<file path="src/rtl/srg_pkg.sv">
package srg_pkg;

  typedef enum logic [1:0] {
    ST_HOLD    = 2'd0,
    ST_STRETCH = 2'd1,
    ST_RUN     = 2'd2
  } srgState_t;

  typedef struct packed {
    logic startRun;   // clear counter, capture width select
    logic countEn;    // advance counter on tick
  } srgCtrl_t;

endpackage

</file>
<file path="src/rtl/srg_datapath.sv">
module srg_datapath
  import srg_pkg::*;
#(
  parameter int SHORT_TICKS = 512,
  parameter int LONG_TICKS  = 2048
) (
  input  logic     clk,
  input  logic     rstN,
  input  logic     tick,
  input  logic     longSel,
  input  srgCtrl_t ctrl,
  output logic     lastTick
);
  localparam int CNT_W = (LONG_TICKS > 1) ? $clog2(LONG_TICKS) : 1;
  localparam logic [CNT_W-1:0] SHORT_LAST = CNT_W'(SHORT_TICKS - 1);
  localparam logic [CNT_W-1:0] LONG_LAST  = CNT_W'(LONG_TICKS - 1);

  logic [CNT_W-1:0] tickCnt;
  logic             selLong;
  logic [CNT_W-1:0] lastVal;

  always_ff @(posedge clk or negedge rstN) begin
    if (!rstN) begin
      tickCnt <= '0;
      selLong <= 1'b0;
    end else if (ctrl.startRun) begin
      tickCnt <= '0;
      selLong <= longSel;
    end else if (ctrl.countEn && tick) begin
      tickCnt <= tickCnt + 1'b1;
    end
  end

  assign lastVal  = selLong ? LONG_LAST : SHORT_LAST;
  assign lastTick = ctrl.countEn && tick && (tickCnt == lastVal);

endmodule

</file>
<file path="src/rtl/srg_control.sv">
module srg_control
  import srg_pkg::*;
(
  input  logic     clk,
  input  logic     rstN,
  input  logic     lowLine,
  input  logic     wdTimeout,
  input  logic     lastTick,
  output srgCtrl_t ctrl,
  output logic     resetN,
  output logic     resetP,
  output logic     wdRestart
);
  srgState_t state, nextState;

  always_comb begin
    nextState     = state;
    ctrl.startRun = 1'b0;
    ctrl.countEn  = 1'b0;
    if (lowLine) begin
      nextState = ST_HOLD;
    end else begin
      unique case (state)
        ST_HOLD: begin
          nextState     = ST_STRETCH;
          ctrl.startRun = 1'b1;
        end
        ST_STRETCH: begin
          ctrl.countEn = 1'b1;
          if (lastTick) nextState = ST_RUN;
        end
        ST_RUN: begin
          if (wdTimeout) begin
            nextState     = ST_STRETCH;
            ctrl.startRun = 1'b1;
          end
        end
        default: nextState = ST_HOLD;
      endcase
    end
  end

  always_ff @(posedge clk or negedge rstN) begin
    if (!rstN) begin
      state     <= ST_HOLD;
      resetN    <= 1'b0;
      resetP    <= 1'b1;
      wdRestart <= 1'b0;
    end else begin
      state     <= nextState;
      resetN    <= (nextState == ST_RUN);
      resetP    <= (nextState != ST_RUN);
      wdRestart <= (state == ST_STRETCH) && (nextState == ST_RUN);
    end
  end

endmodule

</file>
<file path="src/rtl/supply_reset_gen.sv">
module supply_reset_gen
  import srg_pkg::*;
#(
  parameter int SHORT_TICKS = 512,
  parameter int LONG_TICKS  = 2048
) (
  input  logic clk,
  input  logic rstN,
  input  logic tick,
  input  logic lowLine,
  input  logic wdTimeout,
  input  logic longSel,
  output logic resetN,
  output logic resetP,
  output logic wdRestart
);
  srgCtrl_t ctrl;
  logic     lastTick;

  srg_control u_ctrl (
    .clk       (clk),
    .rstN      (rstN),
    .lowLine   (lowLine),
    .wdTimeout (wdTimeout),
    .lastTick  (lastTick),
    .ctrl      (ctrl),
    .resetN    (resetN),
    .resetP    (resetP),
    .wdRestart (wdRestart)
  );

  srg_datapath #(
    .SHORT_TICKS (SHORT_TICKS),
    .LONG_TICKS  (LONG_TICKS)
  ) u_dp (
    .clk      (clk),
    .rstN     (rstN),
    .tick     (tick),
    .longSel  (longSel),
    .ctrl     (ctrl),
    .lastTick (lastTick)
  );

endmodule

</file>
<file path="config.mk">
export PLATFORM = sky130hd
export DESIGN_NAME = supply_reset_gen
export DESIGN_NICKNAME = d
export VERILOG_FILES = /design/src/rtl/srg_pkg.sv /design/src/rtl/srg_datapath.sv /design/src/rtl/srg_control.sv /design/src/rtl/supply_reset_gen.sv
export SDC_FILE = /design/constraint.sdc
export NUM_CORES = 1
export LEC_CHECK = 0
export ABC_CLOCK_PERIOD_IN_PS = 4600
export BUFFER_PORTS_ARGS = -buffer_cell sky130_fd_sc_hd__buf_2
export CAP_MARGIN = 10
export CELL_PAD_IN_SITES_DETAIL_PLACEMENT = 1
export CELL_PAD_IN_SITES_GLOBAL_PLACEMENT = 1
export CORE_AREA = 2 2 47 49
export CTS_CLUSTER_DIAMETER = 150
export DETAILED_ROUTE_END_ITERATION = 8
export DIE_AREA = 0 0 49 51
export MAX_ROUTING_LAYER = met4
export PLACE_DENSITY = 0.86
export SLEW_MARGIN = 20
export SYNTH_ARGS = -nofsm -noshare
export SYNTH_HDL_FRONTEND = slang
export SYNTH_SLANG_ARGS = --single-unit
</file>
<file path="constraint.sdc">
create_clock -name clk -period 4.6 [get_ports clk]
set_input_delay 0.92 -clock clk [delete_from_list [all_inputs] [get_ports clk]]
set_output_delay 0.92 -clock clk [all_outputs]
set_load 0.005 [all_outputs]
</file>
==> metrics.log, run 1 <==
[metrics] outcome: complete, no violations
[metrics] Synth-to-Final Area Change: 8.90%
[metrics] number of antenna violations at the first check in global routing: 0
[metrics] count of port buffers added during placement: 8
[metrics] most common cell after layout, fill and taps aside: dfrtp_1
[metrics] synthesized netlist cell count: 82
[metrics] hold worst-path end: u_dp.tickCnt[7]
[metrics] clock buffers created by TritonCTS: 3
[metrics] Routed WL: around 2.0 mm
[metrics] switching share of power: approximately 28%
[metrics] clock skew: 4.18 ps
[metrics] Iter 0 DRT Violations: 7
[metrics] leading post-synthesis cells by cell area: dfrtp_1 (45%), mux2i_1 (6.7%), o21ai_0 (3.9%), nand4bb_4 (3.1%), dfstp_2 (2.9%)
[metrics] mean routed wirelength per cell: around 16 µm
[metrics] worst setup path start: wdTimeout
[metrics] clock period minus worst slack: 1930 ps
[metrics] FF-to-FF path depth: 3
[metrics] flop-to-flop setup slack: 2940 ps
[metrics] terminus of the critical flop-to-flop path: u_ctrl.state[1]
[metrics] share of Yosys cell area claimed by the top area cell type: between 40 and 50%
[metrics] share of layout cells above drive strength 1: 20.9%
[metrics] GRT Overall Usage: approximately a fifth
[metrics] ant diodes: 0
[metrics] period utilisation layout: between 40% and 50%
[metrics] fmax: roughly 0.52 GHz
[metrics] Cells on Worst Hold Path: 1
[metrics] setup TNS: 0 ps
[metrics] total setup violations reported at the end of the flow: 0
[metrics] # IOs: 9
[metrics] worst reg2reg startpoint: u_ctrl.state[1]
[metrics] library cell contributing the largest single delay on the critical path: nor2b_1
[metrics] worst slew margin relative to its limit: 52.8%
[metrics] placeable core region: approximately 0.0021 mm²
[metrics] list of cells traversed by the critical path: buf_2, nor2b_1, nor3b_1, a21o_1
[metrics] proportion of power drawn by combinational gates: 11.4%
[metrics] filler cell count in the final layout: 250
[metrics] NetSw: 0.0000787 W
[metrics] Die Y-Extent: 51 µm
[metrics] vias after detailed routing: 673
[metrics] cell at the root of the clock tree: clkbuf_4
[metrics] Final Hold Fails: 0
[metrics] Yosys warning total: 0
[metrics] overall die area: 0.00250 mm²
[metrics] final-layout worst hold slack: ~500 ps
[metrics] vias in the first global route: 752
[metrics] power per cell area: 287 mW/mm²
[metrics] wire length of the first global-routing pass: 3.51 mm
[metrics] CP Class: in -> reg
[metrics] Max-cap violations: 0
[metrics] post-synth cell types: 31
[metrics] Synth Cell Area: between 800 and 900 µm²
[metrics] largest area contributor in the netlist: dfrtp_1
[metrics] leakage dissipation: 0.436 nW
[metrics] ANT nets after route: 0
[metrics] number of H-tree levels: 1
[metrics] clock-pin transition on the worst setup and hold timing paths: roughly 100 ps
[metrics] clock tree from TritonCTS: done
[metrics] hold_buf cts: 0
[metrics] Least-Margin Pin Slew: 707 ps
[metrics] crit-path max cell delay: 550 ps
[metrics] clock insertion delay at the later pin of the skew report: approximately 310 ps
[metrics] CP Max Fanout: 10
[metrics] DRC violations left: 0
[metrics] part of the power in registers: 58.4%
[metrics] via density per instance: between 5 and 6
[metrics] Worst VDD drop: 0.215 mV
[metrics] Hold WC Path Type: reg -> reg
[metrics] Worst EP arrival: 2180 ps
[metrics] largest net degree at the start of global routing: 18
[metrics] buffers inserted during post-CTS setup optimization: 0
[metrics] Mean Syn Cell Area: 11.0 µm²
[metrics] DR pass1 iterations: 4
[metrics] Clock Sink Count: 17
[metrics] Gates resized, CTS repair: 0
[metrics] top library cells by usage in the layout, fill and taps aside: dfrtp_1 (16), buf_2 (8), o21ai_0 (7)
[metrics] kind of start point of the critical path: input pin
[metrics] RSZ-0062 raised after global routing: false
[metrics] row cnt: 17
[metrics] Placed Cells incl. Taps: 115
[metrics] number of standard cells in the layout, taps in and fillers out: roughly 120
[metrics] Slew Viols, Final: 0
[metrics] post-synth net total: 89
[metrics] endpoint class of the critical path: register
[metrics] HPWL after detailed placement: about 1.4 mm
[metrics] Int Power: 0.000203 W
[metrics] # nets final: 99
[metrics] Congestion Overflow GR: 0
[metrics] RD Place Congestion: 0.821
[metrics] post-synthesis register bit count: 17
[metrics] die extent in x: 49 µm
[metrics] source of the worst hold timing path: u_dp.tickCnt[7]
[metrics] CTS Buffer Depth: 2
[metrics] portion of the post-synthesis area used by sequential elements: 47.4%
[metrics] effective utilization at floorplan: 43.6%
[metrics] clock power share: 30.1%
[metrics] data required time at the worst endpoint: roughly 4900 ps
==> final cells by class <==
type,count,area (µm²),share of cell area [%]
clock buffers,4,26.3,2.68
multi-input cells,59,440,45.0
repair buffers,8,40.0,4.09
well taps,28,35.0,3.58
inverters,3,11.3,1.15
flip-flops and latches,17,427,43.6
==> worst max-delay path by stage <==
stage               cells after the start              end  slack, ps
floorplan                               4     u_dp.selLong       2670
global placement                        4  u_dp.tickCnt[5]       2500
detailed placement                      4  u_ctrl.state[1]       2360
CTS                                     4  u_ctrl.state[1]       2670
global route                            4  u_ctrl.state[1]       2570
finish                                  4  u_ctrl.state[1]       2670
==> power groups by stage <==
| stage | logic (W) | clock network, W | registers [W] |
|---|---|---|---|
| after floorplan | 0.0000217 | 0 | 0.000165 |
| after global placement | 0.0000293 | 0 | 0.000166 |
| after detailed placement | 0.0000315 | 0 | 0.000167 |
| after CTS | 0.0000330 | 0.0000870 | 0.000164 |
| after global routing | 0.0000359 | 0.0000926 | 0.000165 |
| final | 0.0000322 | 0.0000848 | 0.000164 |
==> critical path, delay by kind of cell <==
kind                   cells  cell delay, ps
AND/OR/NAND/NOR            2            1020
buffers and inverters      1             100
AO/OA/AOI/OAI              1             150
==> cells in the mapped netlist, drive strengths merged <==
master,n
dfrtp,16
o21ai,7
mux2i,6
nand2,6
a21oi,5
nand3,5
nor4,5
buf,3
inv,3
nor2,3
a21o,2
nand4,2
o21bai,2
o31ai,2
or3,2
or4,2
a2bb2oi,1
and2,1
and4bb,1
dfstp,1
ha,1
mux2,1
nand4bb,1
nor2b,1
nor3b,1
or2,1
xnor2,1
==> kinds of logic after synthesis <==
logic type	count (synthesis)	share of synthesized area, %
simple gates	31	26.0
mux	7	7.93
flops	17	47.4
buf+inv	6	3.62
fa+ha+maj	1	1.39
xor+xnor	1	0.974
compound gates	19	12.7
==> sequential cells by signal, summed over array words and instances, names as in the netlist <==
name / cells
u_dp.tickCnt: 11
u_ctrl.state: 2
u_ctrl.resetN: 1
u_ctrl.resetP: 1
u_ctrl.wdRestart: 1
u_dp.selLong: 1
==> stage by stage <==
| step | worst slack (ps) | utilization [%] | instance area [µm²] | power (W) |
|---|---|---|---|---|
| detailed placement | 2360 | 46.2 | 953 | 0.000198 |
| finish | 2670 | 47.5 | 980 | 0.000281 |
| global route | 2570 | 47.5 | 980 | 0.000294 |
| floorplan | 2670 | - | 900 | 0.000187 |
| CTS | 2670 | 47.5 | 980 | 0.000284 |
| global placement | 2500 | 46.2 | 953 | 0.000196 |
==> routing by layer <==
metal / global-route usage (%) / vias up / wire length (µm)
met3: 3.51 / 5 / 56
met2: 34.2 / 11 / 1030
met4: 14.3 / 0 / 61
met1: 21.1 / 336 / 804
li1: - / 321 / -
met5: - / - / 0
Power figures use the tool's default switching activity.
==> run 2, diff against run 1 <==
--- a/config.mk
+++ b/config.mk
@@ -5,17 +5,18 @@
 export SDC_FILE = /design/constraint.sdc
 export NUM_CORES = 1
 export LEC_CHECK = 0
-export ABC_CLOCK_PERIOD_IN_PS = 4600
+export ABC_AREA = 1
+export ABC_CLOCK_PERIOD_IN_PS = 1700
 export BUFFER_PORTS_ARGS = -buffer_cell sky130_fd_sc_hd__buf_2
 export CAP_MARGIN = 10
 export CELL_PAD_IN_SITES_DETAIL_PLACEMENT = 1
 export CELL_PAD_IN_SITES_GLOBAL_PLACEMENT = 1
-export CORE_AREA = 2 2 47 49
+export CORE_AREA = 2 2 53 55
 export CTS_CLUSTER_DIAMETER = 150
 export DETAILED_ROUTE_END_ITERATION = 8
-export DIE_AREA = 0 0 49 51
+export DIE_AREA = 0 0 55 57
 export MAX_ROUTING_LAYER = met4
-export PLACE_DENSITY = 0.86
+export PLACE_DENSITY = 0.8
 export SLEW_MARGIN = 20
 export SYNTH_ARGS = -nofsm -noshare
 export SYNTH_HDL_FRONTEND = slang
==> constraint.sdc (replaced) <==
create_clock -name clk -period 1.7 [get_ports clk]
set_input_delay 0.34 -clock clk [delete_from_list [all_inputs] [get_ports clk]]
set_output_delay 0.34 -clock clk [all_outputs]
set_load 0.005 [all_outputs]
==> run 2 against run 1 <==
Compared with the run above: sequential share of layout area fell by 3.0 points; clock skew is 3.0 ps lower; via count is 16% higher; global-route usage decreased by 2.4 points; routed wire length up 6.6%; count of clock-buffer cells in the layout shrank 1; critical path type is now reg -> reg.
==> metrics.log, run 2 <==
[metrics] number of antenna violations at the first check in global routing: 0 (unchanged)
[metrics] via density per instance: 4.91 (-13%)
[metrics] CP Class: reg -> reg
[metrics] worst slew margin relative to its limit: 73.4% (+21 points)
[metrics] Cells on Worst Hold Path: 2 (+1)
[metrics] post-synth net total: 123 (+38%)
[metrics] library cell contributing the largest single delay on the critical path: dfrtp_1
[metrics] clock period minus worst slack: 1370 ps
[metrics] Gates resized, CTS repair: 0 (unchanged)
[metrics] worst reg2reg startpoint: u_dp.tickCnt[0]
[metrics] ys flop type: dfrtp_1
[metrics] period utilisation layout: about four fifths
[metrics] post-synth cell types: 25 (-19%)
[metrics] share of flip-flops with an asynchronous set or reset: 100% (unchanged)
[metrics] Hold WC Path Type: in -> reg
[metrics] largest net degree at the start of global routing: 18 (unchanged)
[metrics] GRT Overall Usage: 17.6% (-2.4 points)
[metrics] # IOs: 9 (unchanged)
[metrics] kind of start point of the critical path: register
[metrics] Worst VDD drop: 0.477 mV (+120%)
[metrics] list of cells traversed by the critical path: ha_1, nand3_2, nor2_8, nand2_1, nand2_1, nand2_1, nand2_1, inv_1
[metrics] ANT nets after route: 0 (unchanged)
[metrics] hold worst-path end: u_ctrl.state[1]
[metrics] cell at the root of the clock tree: clkbuf_4
[metrics] share of the core filled with cells in the final layout: 40.2% (-7.2 points)
[metrics] post-synthesis register bit count: 17 (unchanged)
[metrics] crit-path max cell delay: 430 ps (-120 ps)
[metrics] CTS Buffer Depth: 2 (unchanged)
[metrics] RD Place Congestion: 0.805 (-1.9%)
[metrics] data required time at the worst endpoint: 1900 ps (-2950 ps)
[metrics] largest registers: u_dp.tickCnt x11, u_ctrl.state x2
[metrics] Yosys warning total: 0 (unchanged)
[metrics] Least-Margin Pin Slew: 398 ps (-309 ps)
[metrics] most common cell after layout, fill and taps aside: nand2_1
[metrics] die extent in x: 55 µm (+12%)
[metrics] outcome: complete, no violations
[metrics] portion of the post-synthesis area used by sequential elements: 45.2% (-2.2 points)
[metrics] number of H-tree levels: 1 (unchanged)
[metrics] Largest register FFs: 11 (unchanged)
[metrics] most used cell along the critical path: nand2_1
[metrics] HPWL after detailed placement: 1.62 mm (+13%)
[metrics] met3 Usage GRT: 3.40% (-0.11 points)
[metrics] Mean Syn Cell Area: 8.13 µm² (-26%)
[metrics] Post-synth EDFFs: 0 (unchanged)
[metrics] Synth-to-Final Area Change: 11.5%
[metrics] synthesized netlist cell count: 116 (+41%)
[metrics] dominant cell by count in the synthesized netlist: nand2_1
[metrics] DRC violations left: 0 (unchanged)
[metrics] FF-to-FF path depth: 8 (+5)
[metrics] Synth top cells by count: nand2_1 (30), inv_1 (19), dfrtp_1 (16), nor2_1 (8), nand3_1 (7)
[metrics] row cnt: 19 (+2)
[metrics] share of Yosys cell area claimed by the top area cell type: 42.4% (-2.1 points)
[metrics] Max-cap violations: 0 (unchanged)
[metrics] CP Max Fanout: 7 (-3)
[metrics] terminus of the critical flop-to-flop path: u_dp.tickCnt[10]
[metrics] total setup violations reported at the end of the flow: 0 (unchanged)
[metrics] Clock Sink Count: 17 (unchanged)
[metrics] met1 track demand over resource: 21.9% (+0.74 points)
[metrics] clock skew: 1.21 ps (-2.98 ps)
[metrics] Congestion Overflow GR: 0 (unchanged)
[metrics] Iter 0 DRT Violations: 2 (-5)
[metrics] fmax: about 0.73 GHz
[metrics] leading post-synthesis cells by cell area: dfrtp_1 (42%), nand2_1 (12%), inv_1 (7.6%), nand3_1 (3.7%), nor2_1 (3.2%)
[metrics] power per cell area: 722 mW/mm² (+150%)
[metrics] clock insertion delay at the later pin of the skew report: 290 ps (-20 ps)
[metrics] Synth Cell Area: 943 µm² (+4.9%)
[metrics] setup TNS: 0 ps (unchanged)
[metrics] filler cell count in the final layout: 336 (+34%)
[metrics] clock tree from TritonCTS: done
[metrics] wire length of the first global-routing pass: 3.86 mm (+9.8%)
[metrics] clock-pin transition on the worst setup and hold timing paths: 110 ps (about the same)
[metrics] Placed Cells incl. Taps: 154 (+34%)
[metrics] clock buffers created by TritonCTS: 3 (unchanged)
[metrics] mean routed wirelength per cell: 13.1 µm (-20%)
[metrics] buffers inserted during post-CTS setup optimization: 0 (unchanged)
[metrics] vias after detailed routing: 781 (+16%)
[metrics] met2 capacity usage during global routing: 28.1% (-6.2 points)
[metrics] flop-to-flop setup slack: 330 ps (-2610 ps)
[metrics] Routed WL: 2.08 mm (+6.6%)
[metrics] # nets final: 136 (+37%)
[metrics] Reg with most FFs: u_dp.tickCnt
[metrics] setup slack after layout: 328 ps (-2340 ps)
[metrics] pre-CTS WS: 298 ps (-2060 ps)
[metrics] top library cells by usage in the layout, fill and taps aside: nand2_1 (30), inv_1 (19), dfrtp_1 (16)
[metrics] count of port buffers added during placement: 8 (unchanged)
[metrics] number of standard cells in the layout, taps in and fillers out: 159 (+34%)
[metrics] Die Y-Extent: 57 µm (+12%)
[metrics] global-route layer with the greatest usage: met2
[metrics] endpoint class of the critical path: register
[metrics] RSZ-0062 raised after global routing: false
[metrics] Slew Viols, Final: 0 (unchanged)
[metrics] overall die area: 0.00314 mm² (+25%)
[metrics] placeable core region: 0.00262 mm² (+27%)
[metrics] effective utilization at floorplan: 36.1% (-7.5 points)
[metrics] Final Hold Fails: 0 (unchanged)
[metrics] Worst EP arrival: 1580 ps (-600 ps)
[metrics] leakage dissipation: 0.579 nW (+33%)
[metrics] vias in the first global route: 862 (+15%)
[metrics] DR pass1 iterations: 4 (unchanged)
[metrics] worst setup path start: u_dp.tickCnt[0]
[metrics] largest area contributor in the netlist: dfrtp_1
[metrics] ant diodes: 0 (unchanged)
[metrics] hold_buf cts: 1 (+1)
[metrics] share of layout cells above drive strength 1: 22.7% (+1.8 points)
[metrics] source of the worst hold timing path: lowLine
run 2: kinds of logic (layout without fill, tap and decap cells):
| group | after synthesis | count (layout) | synth area share (%) |
|---|---|---|---|
| AO/OA/AOI/OAI | 12 | 12 | 7.96 |
| buffers and inverters | 24 | 36 | 9.95 |
| AND/OR/NAND/NOR | 62 | 62 | 35.5 |
| flip-flops | 17 | 17 | 45.2 |
| adder cells (fa/ha/maj) | 1 | 1 | 1.33 |
run 2: stage by stage:
step / power, W / cell area, µm² / hold slack (ps)
2_1_floorplan: 0.000504 / 943 / 44.4
3_3_place_gp: 0.000529 / 1010 / 282
3_5_place_dp: 0.000538 / 1010 / 289
4_1_cts: 0.000765 / 1050 / 271
5_1_grt: 0.000795 / 1050 / 269
6_report: 0.000760 / 1050 / 270
run 2: worst max-delay path by stage:
stage	cells past startpoint	slack, ps	endpoint
6_report	8	330	u_dp.tickCnt[10]
5_1_grt	8	180	u_dp.tickCnt[10]
4_1_cts	8	300	u_dp.tickCnt[10]
3_5_place_dp	6	300	u_dp.tickCnt[1]
3_3_place_gp	8	360	u_dp.tickCnt[10]
2_1_floorplan	8	510	u_dp.tickCnt[10]
run 2: routing by layer:
metal / vias to the layer above / share of wire (%)
met5: - / 0
met4: 0 / 1.4
met3: 4 / 2.7
met2: 8 / 50
met1: 384 / 45
li1: 385 / -
run 2: critical path: cells and delay by family, from the launching register on:
| family | cells | cell delay (ps) |
|---|---|---|
| flops | 1 | 430 |
| simple gates | 6 | 620 |
| buf+inv | 1 | 40 |
| fa+ha+maj | 1 | 210 |
run 2: layout make-up:
type                       count  area, µm²  area share, %
clock inverter                 1       5.00          0.476
timing repair buffer           9       50.0           4.76
inverter                      23       86.3           8.20
sequential                    17        427           40.5
multi-input combinational     75        423           40.2
tap                           31       38.8           3.69
clock buffer                   3       22.5           2.14
run 2: where the power goes:
part           internal, W  switching [W]
clock network    0.0000876       0.000142
logic            0.0000295      0.0000608
registers         0.000423      0.0000170
